==> src/rtl/llchan_pkg.sv <==
package llchan_pkg;

    localparam int CNT_W  = 12;
    localparam int WORD_W = 32;

    // Control word layout (low to high): count, width, src inc, dst inc, tc enable
    typedef struct packed {
        logic [14:0]      rsvd;
        logic             tc_en;
        logic             dst_inc;
        logic             src_inc;
        logic [1:0]       width;
        logic [CNT_W-1:0] count;
    } ctl_t;

    typedef enum logic [2:0] {
        ST_IDLE,
        ST_CHECK,
        ST_READ,
        ST_WRITE,
        ST_FETCH
    } state_t;

    typedef enum logic [1:0] {
        SEL_SRC  = 2'd0,
        SEL_DST  = 2'd1,
        SEL_LINK = 2'd2,
        SEL_CTL  = 2'd3
    } sel_t;

    function automatic logic [2:0] step_bytes(input logic [1:0] w);
        case (w)
            2'd0:    return 3'd1;
            2'd1:    return 3'd2;
            default: return 3'd4;
        endcase
    endfunction

endpackage

==> src/rtl/llchan_regs.sv <==
module llchan_regs
    import llchan_pkg::*;
#(
    parameter int ADDR_W = 32
) (
    input  logic              clk,
    input  logic              rst,
    input  logic              wr_en,
    input  logic [1:0]        wr_sel,
    input  logic [WORD_W-1:0] wr_data,
    input  logic              advance,
    output logic [ADDR_W-1:0] src_q,
    output logic [ADDR_W-1:0] dst_q,
    output logic [ADDR_W-1:0] link_q,
    output ctl_t              ctl_q
);

    logic [ADDR_W-1:0] step;
    assign step = ADDR_W'(step_bytes(ctl_q.width));

    always_ff @(posedge clk) begin
        if (rst) begin
            src_q  <= '0;
            dst_q  <= '0;
            link_q <= '0;
            ctl_q  <= '0;
        end else if (wr_en) begin
            case (sel_t'(wr_sel))
                SEL_SRC:  src_q  <= ADDR_W'(wr_data);
                SEL_DST:  dst_q  <= ADDR_W'(wr_data);
                SEL_LINK: link_q <= {ADDR_W'(wr_data) >> 2, 2'b00} [ADDR_W-1:0];
                default:  ctl_q  <= ctl_t'(wr_data);
            endcase
        end else if (advance) begin
            if (ctl_q.src_inc) src_q <= src_q + step;
            if (ctl_q.dst_inc) dst_q <= dst_q + step;
            ctl_q.count <= ctl_q.count - 1'b1;
        end
    end


    no_adv_at_zero_chk: assert property (@(posedge clk) disable iff (rst)
        advance |-> ctl_q.count != '0);


    count_step_chk: assert property (@(posedge clk) disable iff (rst)
        (advance && !wr_en) |=> ctl_q.count == $past(ctl_q.count) - 1'b1);


    link_aligned_chk: assert property (@(posedge clk) disable iff (rst)
        wr_en && wr_sel == 2'd2 |=> link_q[1:0] == 2'b00);

endmodule

==> src/rtl/llchan_fsm.sv <==
module llchan_fsm
    import llchan_pkg::*;
#(
    parameter int ADDR_W = 32
) (
    input  logic              clk,
    input  logic              rst,
    input  logic              go,
    input  logic [ADDR_W-1:0] src_q,
    input  logic [ADDR_W-1:0] dst_q,
    input  logic [ADDR_W-1:0] link_q,
    input  ctl_t              ctl_q,
    output logic              running,
    output logic              tc_pulse,
    output logic              err_pulse,
    output logic              advance,
    output logic              ld_en,
    output logic [1:0]        ld_sel,
    output logic              bus_req,
    input  logic              bus_gnt,
    output logic              bus_we,
    output logic [ADDR_W-1:0] bus_addr,
    output logic [1:0]        bus_size,
    output logic [WORD_W-1:0] bus_wdata,
    input  logic [WORD_W-1:0] bus_rdata,
    input  logic              bus_ack,
    input  logic              bus_err
);

    state_t            st;
    logic [1:0]        widx;
    logic [ADDR_W-1:0] fptr;
    logic [WORD_W-1:0] hold;
    logic              done, fault, cnt_zero;

    assign bus_req  = (st == ST_READ) || (st == ST_WRITE) || (st == ST_FETCH);
    assign done     = bus_req && bus_gnt && bus_ack;
    assign fault    = bus_req && bus_gnt && bus_err;
    assign cnt_zero = (ctl_q.count == '0);
    assign running  = (st != ST_IDLE);

    always_comb begin
        bus_we    = (st == ST_WRITE);
        bus_wdata = hold;
        case (st)
            ST_READ:  begin bus_addr = src_q; bus_size = ctl_q.width; end
            ST_WRITE: begin bus_addr = dst_q; bus_size = ctl_q.width; end
            default:  begin bus_addr = fptr + ADDR_W'({widx, 2'b00}); bus_size = 2'd2; end
        endcase
    end

    assign advance = (st == ST_WRITE) && done && !fault;
    assign ld_en   = (st == ST_FETCH) && done && !fault;
    assign ld_sel  = widx;

    always_ff @(posedge clk) begin
        if (rst) begin
            st        <= ST_IDLE;
            widx      <= '0;
            fptr      <= '0;
            hold      <= '0;
            tc_pulse  <= 1'b0;
            err_pulse <= 1'b0;
        end else begin
            tc_pulse  <= 1'b0;
            err_pulse <= 1'b0;
            if (fault) begin
                err_pulse <= 1'b1;
                st        <= ST_IDLE;
            end else begin
                case (st)
                    ST_IDLE: if (go) st <= ST_CHECK;
                    ST_CHECK: begin
                        if (cnt_zero) begin
                            tc_pulse <= ctl_q.tc_en;
                            if (link_q != '0) begin
                                st   <= ST_FETCH;
                                widx <= '0;
                                fptr <= link_q;
                            end else begin
                                st <= ST_IDLE;
                            end
                        end else begin
                            st <= ST_READ;
                        end
                    end
                    ST_READ: if (done) begin
                        hold <= bus_rdata;
                        st   <= ST_WRITE;
                    end
                    ST_WRITE: if (done) st <= ST_CHECK;
                    ST_FETCH: if (done) begin
                        if (widx == 2'd3) st <= ST_CHECK;
                        widx <= widx + 1'b1;
                    end
                    default: st <= ST_IDLE;
                endcase
            end
        end
    end


    req_hold_chk: assert property (@(posedge clk) disable iff (rst)
        (bus_req && !(bus_gnt && (bus_ack || bus_err)))
            |=> bus_req && $stable(bus_addr) && $stable(bus_we));


    wdata_from_read_chk: assert property (@(posedge clk) disable iff (rst)
        (bus_req && !bus_we && bus_gnt && bus_ack && st == ST_READ)
            |=> bus_we && bus_wdata == $past(bus_rdata));


    err_stop_chk: assert property (@(posedge clk) disable iff (rst)
        (bus_req && bus_gnt && bus_err) |=> err_pulse && !running && !bus_req);


    tc_last_chk: assert property (@(posedge clk) disable iff (rst)
        (tc_pulse && !running) |-> $past(link_q) == '0);


    pulse_excl_chk: assert property (@(posedge clk) disable iff (rst)
        $onehot0({tc_pulse, err_pulse}));

endmodule

==> src/rtl/llchan_dma.sv <==
module llchan_dma
    import llchan_pkg::*;
#(
    parameter int ADDR_W = 32
) (
    input  logic              clk,
    input  logic              rst,
    input  logic              cfg_we,
    input  logic [1:0]        cfg_sel,
    input  logic [31:0]       cfg_wdata,
    input  logic              cfg_go,
    output logic              chan_en,
    output logic              tc_irq,
    output logic              err_irq,
    output logic              bus_req,
    input  logic              bus_gnt,
    output logic              bus_we,
    output logic [ADDR_W-1:0] bus_addr,
    output logic [1:0]        bus_size,
    output logic [31:0]       bus_wdata,
    input  logic [31:0]       bus_rdata,
    input  logic              bus_ack,
    input  logic              bus_err
);

    logic [ADDR_W-1:0] src_q, dst_q, link_q;
    ctl_t              ctl_q;
    logic              advance, ld_en, wr_en;
    logic [1:0]        ld_sel, wr_sel;
    logic [WORD_W-1:0] wr_data;

    assign wr_en   = ld_en || (cfg_we && !chan_en);
    assign wr_sel  = ld_en ? ld_sel : cfg_sel;
    assign wr_data = ld_en ? bus_rdata : cfg_wdata;

    llchan_regs #(.ADDR_W(ADDR_W)) u_regs (
        .clk     (clk),
        .rst     (rst),
        .wr_en   (wr_en),
        .wr_sel  (wr_sel),
        .wr_data (wr_data),
        .advance (advance),
        .src_q   (src_q),
        .dst_q   (dst_q),
        .link_q  (link_q),
        .ctl_q   (ctl_q)
    );

    llchan_fsm #(.ADDR_W(ADDR_W)) u_fsm (
        .clk       (clk),
        .rst       (rst),
        .go        (cfg_go),
        .src_q     (src_q),
        .dst_q     (dst_q),
        .link_q    (link_q),
        .ctl_q     (ctl_q),
        .running   (chan_en),
        .tc_pulse  (tc_irq),
        .err_pulse (err_irq),
        .advance   (advance),
        .ld_en     (ld_en),
        .ld_sel    (ld_sel),
        .bus_req   (bus_req),
        .bus_gnt   (bus_gnt),
        .bus_we    (bus_we),
        .bus_addr  (bus_addr),
        .bus_size  (bus_size),
        .bus_wdata (bus_wdata),
        .bus_rdata (bus_rdata),
        .bus_ack   (bus_ack),
        .bus_err   (bus_err)
    );


    cfg_ignored_chk: assert property (@(posedge clk) disable iff (rst)
        (chan_en && cfg_we && !ld_en) |=> $stable(ctl_q) && $stable(link_q));

endmodule

==> config.mk <==
export PLATFORM = sky130hd
export DESIGN_NAME = llchan_dma
export DESIGN_NICKNAME = d
export VERILOG_FILES = /design/src/rtl/llchan_pkg.sv /design/src/rtl/llchan_regs.sv /design/src/rtl/llchan_fsm.sv /design/src/rtl/llchan_dma.sv
export SDC_FILE = /design/constraint.sdc
export NUM_CORES = 1
export LEC_CHECK = 0
export ABC_AREA = 1
export BUFFER_PORTS_ARGS = -buffer_cell sky130_fd_sc_hd__buf_2
export CAP_MARGIN = 20
export CORE_ASPECT_RATIO = 0.7
export CORE_UTILIZATION = 35
export CTS_BUF_LIST = sky130_fd_sc_hd__clkbuf_8
export DETAILED_ROUTE_END_ITERATION = 8
export PLACE_DENSITY = 0.54
export SLEW_MARGIN = 25
export SYNTH_ARGS = -nofsm -noshare
export SYNTH_HDL_FRONTEND = slang
export SYNTH_SLANG_ARGS = --single-unit
==> constraint.sdc <==
create_clock -name clk -period 4.7 [get_ports clk]
set_input_delay 0.94 -clock clk [delete_from_list [all_inputs] [get_ports clk]]
set_output_delay 0.94 -clock clk [all_outputs]
set_load 0.01 [all_outputs]
==> results.md, run 1 <==
- Run status: completed
- Min-delay worst type: reg -> reg
- Max-cap violations: 0
- Number of global-route vias before repair: 11.87k
- Cell Count, Final, Fillers Out: 2490
- Crit path max fanout: 23
- GRT overflow: 0
- Dpl hpwl: 40.51 mm
- First-pass DRT Iterations: 6
- Unrepaired setup endpoints after global routing: false
- WL met3: 5.816 mm
- Dpl ws: 0.9154 ns
- Worst hold slack: 0.4815 ns
- Mapped Cells: 1959
- Layout overhead on the synthesized area: 11.52%
- Headroom to the max-slew limit: 0.2560
- Ys async rst share: 0
- Clock slew at reported path FFs: 0.11 ns
- Setup WS post-layout: 0.2657 ns
- CP Capture Type: output pin
- Switching share of total power: 0.4886
- Register area share after synthesis: 0.3068
- Req. time, crit path: 3.76 ns
- Mapped Area: 11750 um2
- LEAKAGE: 6.089 nW
- Arr. time, crit path: 3.49 ns
- Nets: 2133
- Overall Power: 5.494 mW
- Final Setup Violations: 0
- Remaining DRCs: 0
- Top-area cell type share of the netlist area: 0.3068
- Max clock buf depth: 2
- Sink Count: 180
- Largest net degree at the start of global routing: 92
- Worst-Skew Late Latency: 0.53 ns
- ANT cells: 0
- DR WL/cell: 21.00 um
- Core ar.: 32690 um2
- Synthesis-stage register bit count: 180
- Post-route ant nets: 0
- Die Ht: 155.3 um
- Die area: 34310 um2
- Final core occ: 0.4007
- Ys Warns: 0
- Mapped Nets: 2042
- PD cells: 419.5 nW/um2
- Peak supply drop: 0.1640 mV
- Post-layout instance area: 13100 um2
- Sw power: 2.685 mW
- Antenna violations before repair: 1
- Inst Count DP: 2458
- CTS Buf Count: 17
- Layout cell share with drive strength beyond 1: 0.1178
- Routed met1 length: 24.95 mm
- First-pass GRT wire length: 76.71 mm
- Comb power frac: 0.431
- Max-slew violation count: 0
- Via density: 5.352
- Initial Utilization: 0.3593
- Leading area contributor after synthesis: dfxtp_1
- Post-CTS setup buffers: 0
- Max layer used: met5
- Setup TNS: 0 ns
- Max Freq: 0.2255 GHz
- Die X: 221.0 um
- GRT Overall Usage: 0.3032
- H-tree depth: 4
- Prevailing post-synth register cell: dfxtp_1
- Number of port buffers: 143
- Number of synthesized flops with an enable pin: 0
- Post-CTS Hold Fix Bufs: 0
- Synth area leaders: dfxtp_1 31%, nand2_1 18%, nor2_1 11%
- Site Rows: 55
- Worst setup SP type: flop
- IO Pins: 144
- Kind of critical path: reg -> out
- Post-layout min period: 4.434 ns
- Sequential Power Share: 0.363
- Final GP Congestion: 0.9891
- Clock power frac: 0.206
- Pint: 2.810 mW
- Via Count: 13.33k
- Resized Gates After CTS: 0
- Unique masters post-synth: 46
- CTS root buf: clkbuf_8
- Final Cycle Share: 0.9435
- Met2 WL: 20.13 mm
- Worst-Margin Slew: 1.115 ns
- Final wirelength: 52.29 mm
- Iteration-0 DRC Markers: 1376
- Worst Skew: 0.01773 ns
- Placed instance area: 12700 um2
- CTS tree: built
- Synthesized area per cell: 5.995 um2
- Final Hold Fails: 0
==> cells in the mapped netlist, drive strengths merged, types with 5 or more instances <==
master    n
inv     188
clkinv    5
xor2     29
a21oi    75
nand4    33
clkbuf   38
nand2   564
nand3b    8
nand3   160
o211ai   20
nor2    358
nor3     34
o221ai   20
buf      49
xnor2     6
ha        9
nor4      8
a22oi    11
o21ai   131
or2      19
dfxtp   180
==> worst paths after layout <==
kind / endpoint / startpoint / cells after the start / slack [ns]
setup / recovery: bus_addr[28] / u_fsm.st[1]$_SDFFE_PP0P_ / 5 / 0.27
hold / removal: u_regs.link_q[6]$_SDFFE_PP0P_ / u_regs.link_q[6]$_SDFFE_PP0P_ / 2 / 0.48
setup reg to reg: u_fsm.bus_wdata[24]$_SDFFE_PP0P_ / u_fsm.st[1]$_SDFFE_PP0P_ / 7 / 1.23
hold reg to reg: u_regs.link_q[6]$_SDFFE_PP0P_ / u_regs.link_q[6]$_SDFFE_PP0P_ / 2 / 0.48
==> power by group through the flow <==
stage / Sequential (mW) / Clock, mW / Combinational (mW)
6_report: 1.99 / 1.13 / 2.37
5_1_grt: 2.01 / 1.21 / 2.59
4_1_cts: 1.98 / 1.15 / 2.32
3_5_place_dp: 2.01 / 0 / 2.31
3_3_place_gp: 2.01 / 0 / 2.31
2_1_floorplan: 1.92 / 0 / 1.52
==> area by class of cell <==
| cell class | instances | area, um2 |
|---|---|---|
| clock buffer | 17 | 234.0 |
| sequential | 180 | 3603 |
| clock inverter | 15 | 163.9 |
| inverter | 193 | 729.5 |
| multi-input combinational | 1499 | 6997 |
| fill | 3724 | 19590 |
| timing repair buffer | 159 | 835.8 |
| tap | 427 | 534.3 |
==> registers in the layout, summed over array words and instances (netlist names) <==
name	cells
u_fsm.bus_wdata	32
u_fsm.tc_pulse	1
u_regs.link_q	30
u_fsm.ld_sel	2
u_fsm.err_pulse	1
u_fsm.st	3
u_fsm.fptr	30
u_regs.dst_q	32
u_regs.src_q	32
u_regs.ctl_q	17
==> placed cells by master, fill, tap and decap left out, types with 8 or more instances in the layout <==
cell / count
nand3b_1: 8
nor2_1: 352
nor4_1: 8
nand3_1: 154
nand2_1: 553
xor2_1: 29
a22oi_1: 11
clkbuf_8: 17
nand4_1: 32
dfxtp_1: 180
o211ai_1: 20
buf_4: 16
buf_2: 143
nor3_1: 33
o21ai_0: 127
or2_2: 19
o221ai_1: 20
inv_1: 182
a21oi_1: 75
ha_1: 9
==> cells by family after synthesis <==
family / synth area share
adders and majority gates: 0.01129
and+or+nand+nor: 0.4291
AOI/OAI and AO/OA: 0.1283
xor gates and xnor gates: 0.02610
DFF: 0.3068
buffers and inverters: 0.09843
==> critical path: stages (launching register included) <==
cell      delay, ns
dfxtp_1        0.48
nand2_4        0.15
nor2_1         0.71
inv_1          0.77
o221ai_1       0.64
buf_2          0.23
==> routing by layer <==
layer  GRT usage  up-vias
met5    0.001403        -
li1            -     6494
met3      0.1044       59
met2      0.4138      606
met1      0.4379     6166
met4     0.09557        2
No activity file was read; power rests on OpenSTA's default activity.
==> run 2: changes to the inputs <==
Settings changed: CELL_PAD_IN_SITES_DETAIL_PLACEMENT set to 1, CELL_PAD_IN_SITES_GLOBAL_PLACEMENT set to 1, PLACE_DENSITY 0.54 to 0.72.
==> run 2 against run 1 <==
Compared with the run above: utilization increased by 0.15 points; first-iteration DRC count down 15%; sequential share of layout area down 0.10 points; combinational power hardly changed; total power is 0.57% higher; worst setup slack improved by 0.10 ns; highest routed layer unchanged; non-clock buffer count is 4 higher; cell area up 0.37%; via count up 1.8%; register-to-register slack got worse by 0.21 ns; largest power group unchanged.
==> results.md, run 2 (synthesis gave the netlist of run 1 again) <==
- First-pass DRT Iterations: 5
- Final Hold Fails: 0
- Max-slew violation count: 0
- Post-route ant nets: 0
- First-pass GRT wire length: 80.82 mm
- Core ar.: 32690 um2
- Final Setup Violations: 0
- Crit path max fanout: 5
- LEAKAGE: 6.108 nW
- CP Capture Type: output pin
- Iteration-0 DRC Markers: 1169
- Commonest non-fill, non-tap cell in the layout: nand2_1
- Comb power frac: 0.426
- Layout overhead on the synthesized area: 11.93%
- Worst-Skew Late Latency: 0.53 ns
- Max clock buf depth: 2
- CTS tree: built
- Worst setup SP type: flop
- Sequential Power Share: 0.363
- Clock power frac: 0.210
- Post-layout instance area: 13150 um2
- Number of global-route vias before repair: 13.13k
- Post-CTS setup buffers: 0
- GRT overflow: 0
- GRT Overall Usage: 0.3145
- Clock slew at reported path FFs: 0.11 ns
- Worst Skew: 0.02272 ns
- Setup TNS: 0 ns
- Switching share of total power: 0.4779
- Max stage delay cell, worst path: fa_1
- Overall Power: 5.525 mW
- CTS Buf Count: 17
- IO Pins: 144
- Final core occ: 0.4022
- Antenna violations before repair: 1
- Crit path cell chain: ha_1, inv_1, fa_1, inv_1, nand4_1, nor2_1, nand2_1, nor2_1, nand4_1, nor2_1, or2_2, nand3_1, nand2_1, buf_2
- Die X: 221.0 um
- Unrepaired setup endpoints after global routing: false
- Sink Count: 180
- Nets: 2137
- Dpl hpwl: 42.36 mm
- Largest net degree at the start of global routing: 86
- Sw power: 2.640 mW
- Pint: 2.885 mW
- Req. time, crit path: 3.76 ns
- Most frequent cells in the layout: 553 x nand2_1, 352 x nor2_1, 181 x inv_1
- Worst-Margin Slew: 1.004 ns
- Peak supply drop: 0.1730 mV
- Resized Gates After CTS: 0
- Initial Utilization: 0.3593
- H-tree depth: 4
- Kind of critical path: reg -> out
- Via density: 5.437
- Run status: completed
- Die Ht: 155.3 um
- Site Rows: 55
- Min-delay worst type: reg -> reg
- CP dominant cell by count: nor2_1
- Post-CTS Hold Fix Bufs: 0
- Final Cycle Share: 0.9216
- Die area: 34310 um2
- Number of port buffers: 143
- Max Freq: 0.2309 GHz
- Remaining DRCs: 0
- PD cells: 420.3 nW/um2
- Worst hold slack: 0.4894 ns
- DR WL/cell: 21.67 um
- Final wirelength: 54.07 mm
- Max-cap violations: 0
- Post-layout min period: 4.332 ns
- Placed instance area: 12740 um2
- Arr. time, crit path: 3.39 ns
- Layout cell share with drive strength beyond 1: 0.1200
- Via Count: 13.57k
- Crit path largest cell delay: 0.46 ns
- CTS root buf: clkbuf_8
- Headroom to the max-slew limit: 0.3280
- Layout fillers: 4479
- Final GP Congestion: 0.9902
==> run 2: area by class of cell <==
class | count | area, um2 | area share
diodes | 1 | 2.502 | 0.0001903
clock buffers | 19 | 261.5 | 0.01989
clock inverters | 13 | 140.1 | 0.01066
inverters | 193 | 729.5 | 0.05549
multi-input cells | 1499 | 6997 | 0.5322
flip-flops and latches | 180 | 3603 | 0.2741
well taps | 427 | 534.3 | 0.04064
repair buffers | 163 | 878.3 | 0.06681
==> run 2: per-layer routing <==
layer / part of all wire / track usage
met2: 0.40 / 0.4566
met4: 0.023 / 0.09058
met3: 0.081 / 0.07214
met5: 0.00024 / 0
met1: 0.49 / 0.4587
==> run 2: per-stage QoR <==
stage	worst slack (ns)	cells
6_report	0.3684	2495
3_5_place_dp	0.9077	2462
2_1_floorplan	1.657	1959
3_3_place_gp	1.032	2462
4_1_cts	0.4062	2494
5_1_grt	0.08439	2494
==> run 2: power by group through the flow <==
stage	logic (mW)	registers [mW]	clock network (mW)
after floorplan	1.52	1.92	0
after global placement	2.27	2.02	0
after detailed placement	2.33	2.03	0
after CTS	2.34	1.99	1.18
after global routing	2.57	2.03	1.24
final	2.35	2.01	1.16
==> run 2: final timing paths <==
| kind | from | to | slack, ns | depth (start not counted) |
|---|---|---|---|---|
| setup / recovery | u_fsm.ld_sel[0]$_SDFFE_PP0P_ | bus_addr[24] | 0.37 | 14 |
| hold / removal | u_regs.link_q[5]$_SDFFE_PP0P_ | u_regs.link_q[5]$_SDFFE_PP0P_ | 0.49 | 2 |
| setup reg to reg | u_fsm.st[2]$_SDFFE_PP0P_ | u_regs.src_q[13]$_SDFFE_PP0P_ | 1.02 | 13 |
| hold reg to reg | u_regs.link_q[5]$_SDFFE_PP0P_ | u_regs.link_q[5]$_SDFFE_PP0P_ | 0.49 | 2 |
==> run 2: worst max-delay path: cells and delay by family, from the launching register on <==
family | cells | cell delay [ns]
fa+ha+maj | 2 | 0.66
buf+inv | 3 | 0.31
flops | 1 | 0.44
simple gates | 9 | 1.46
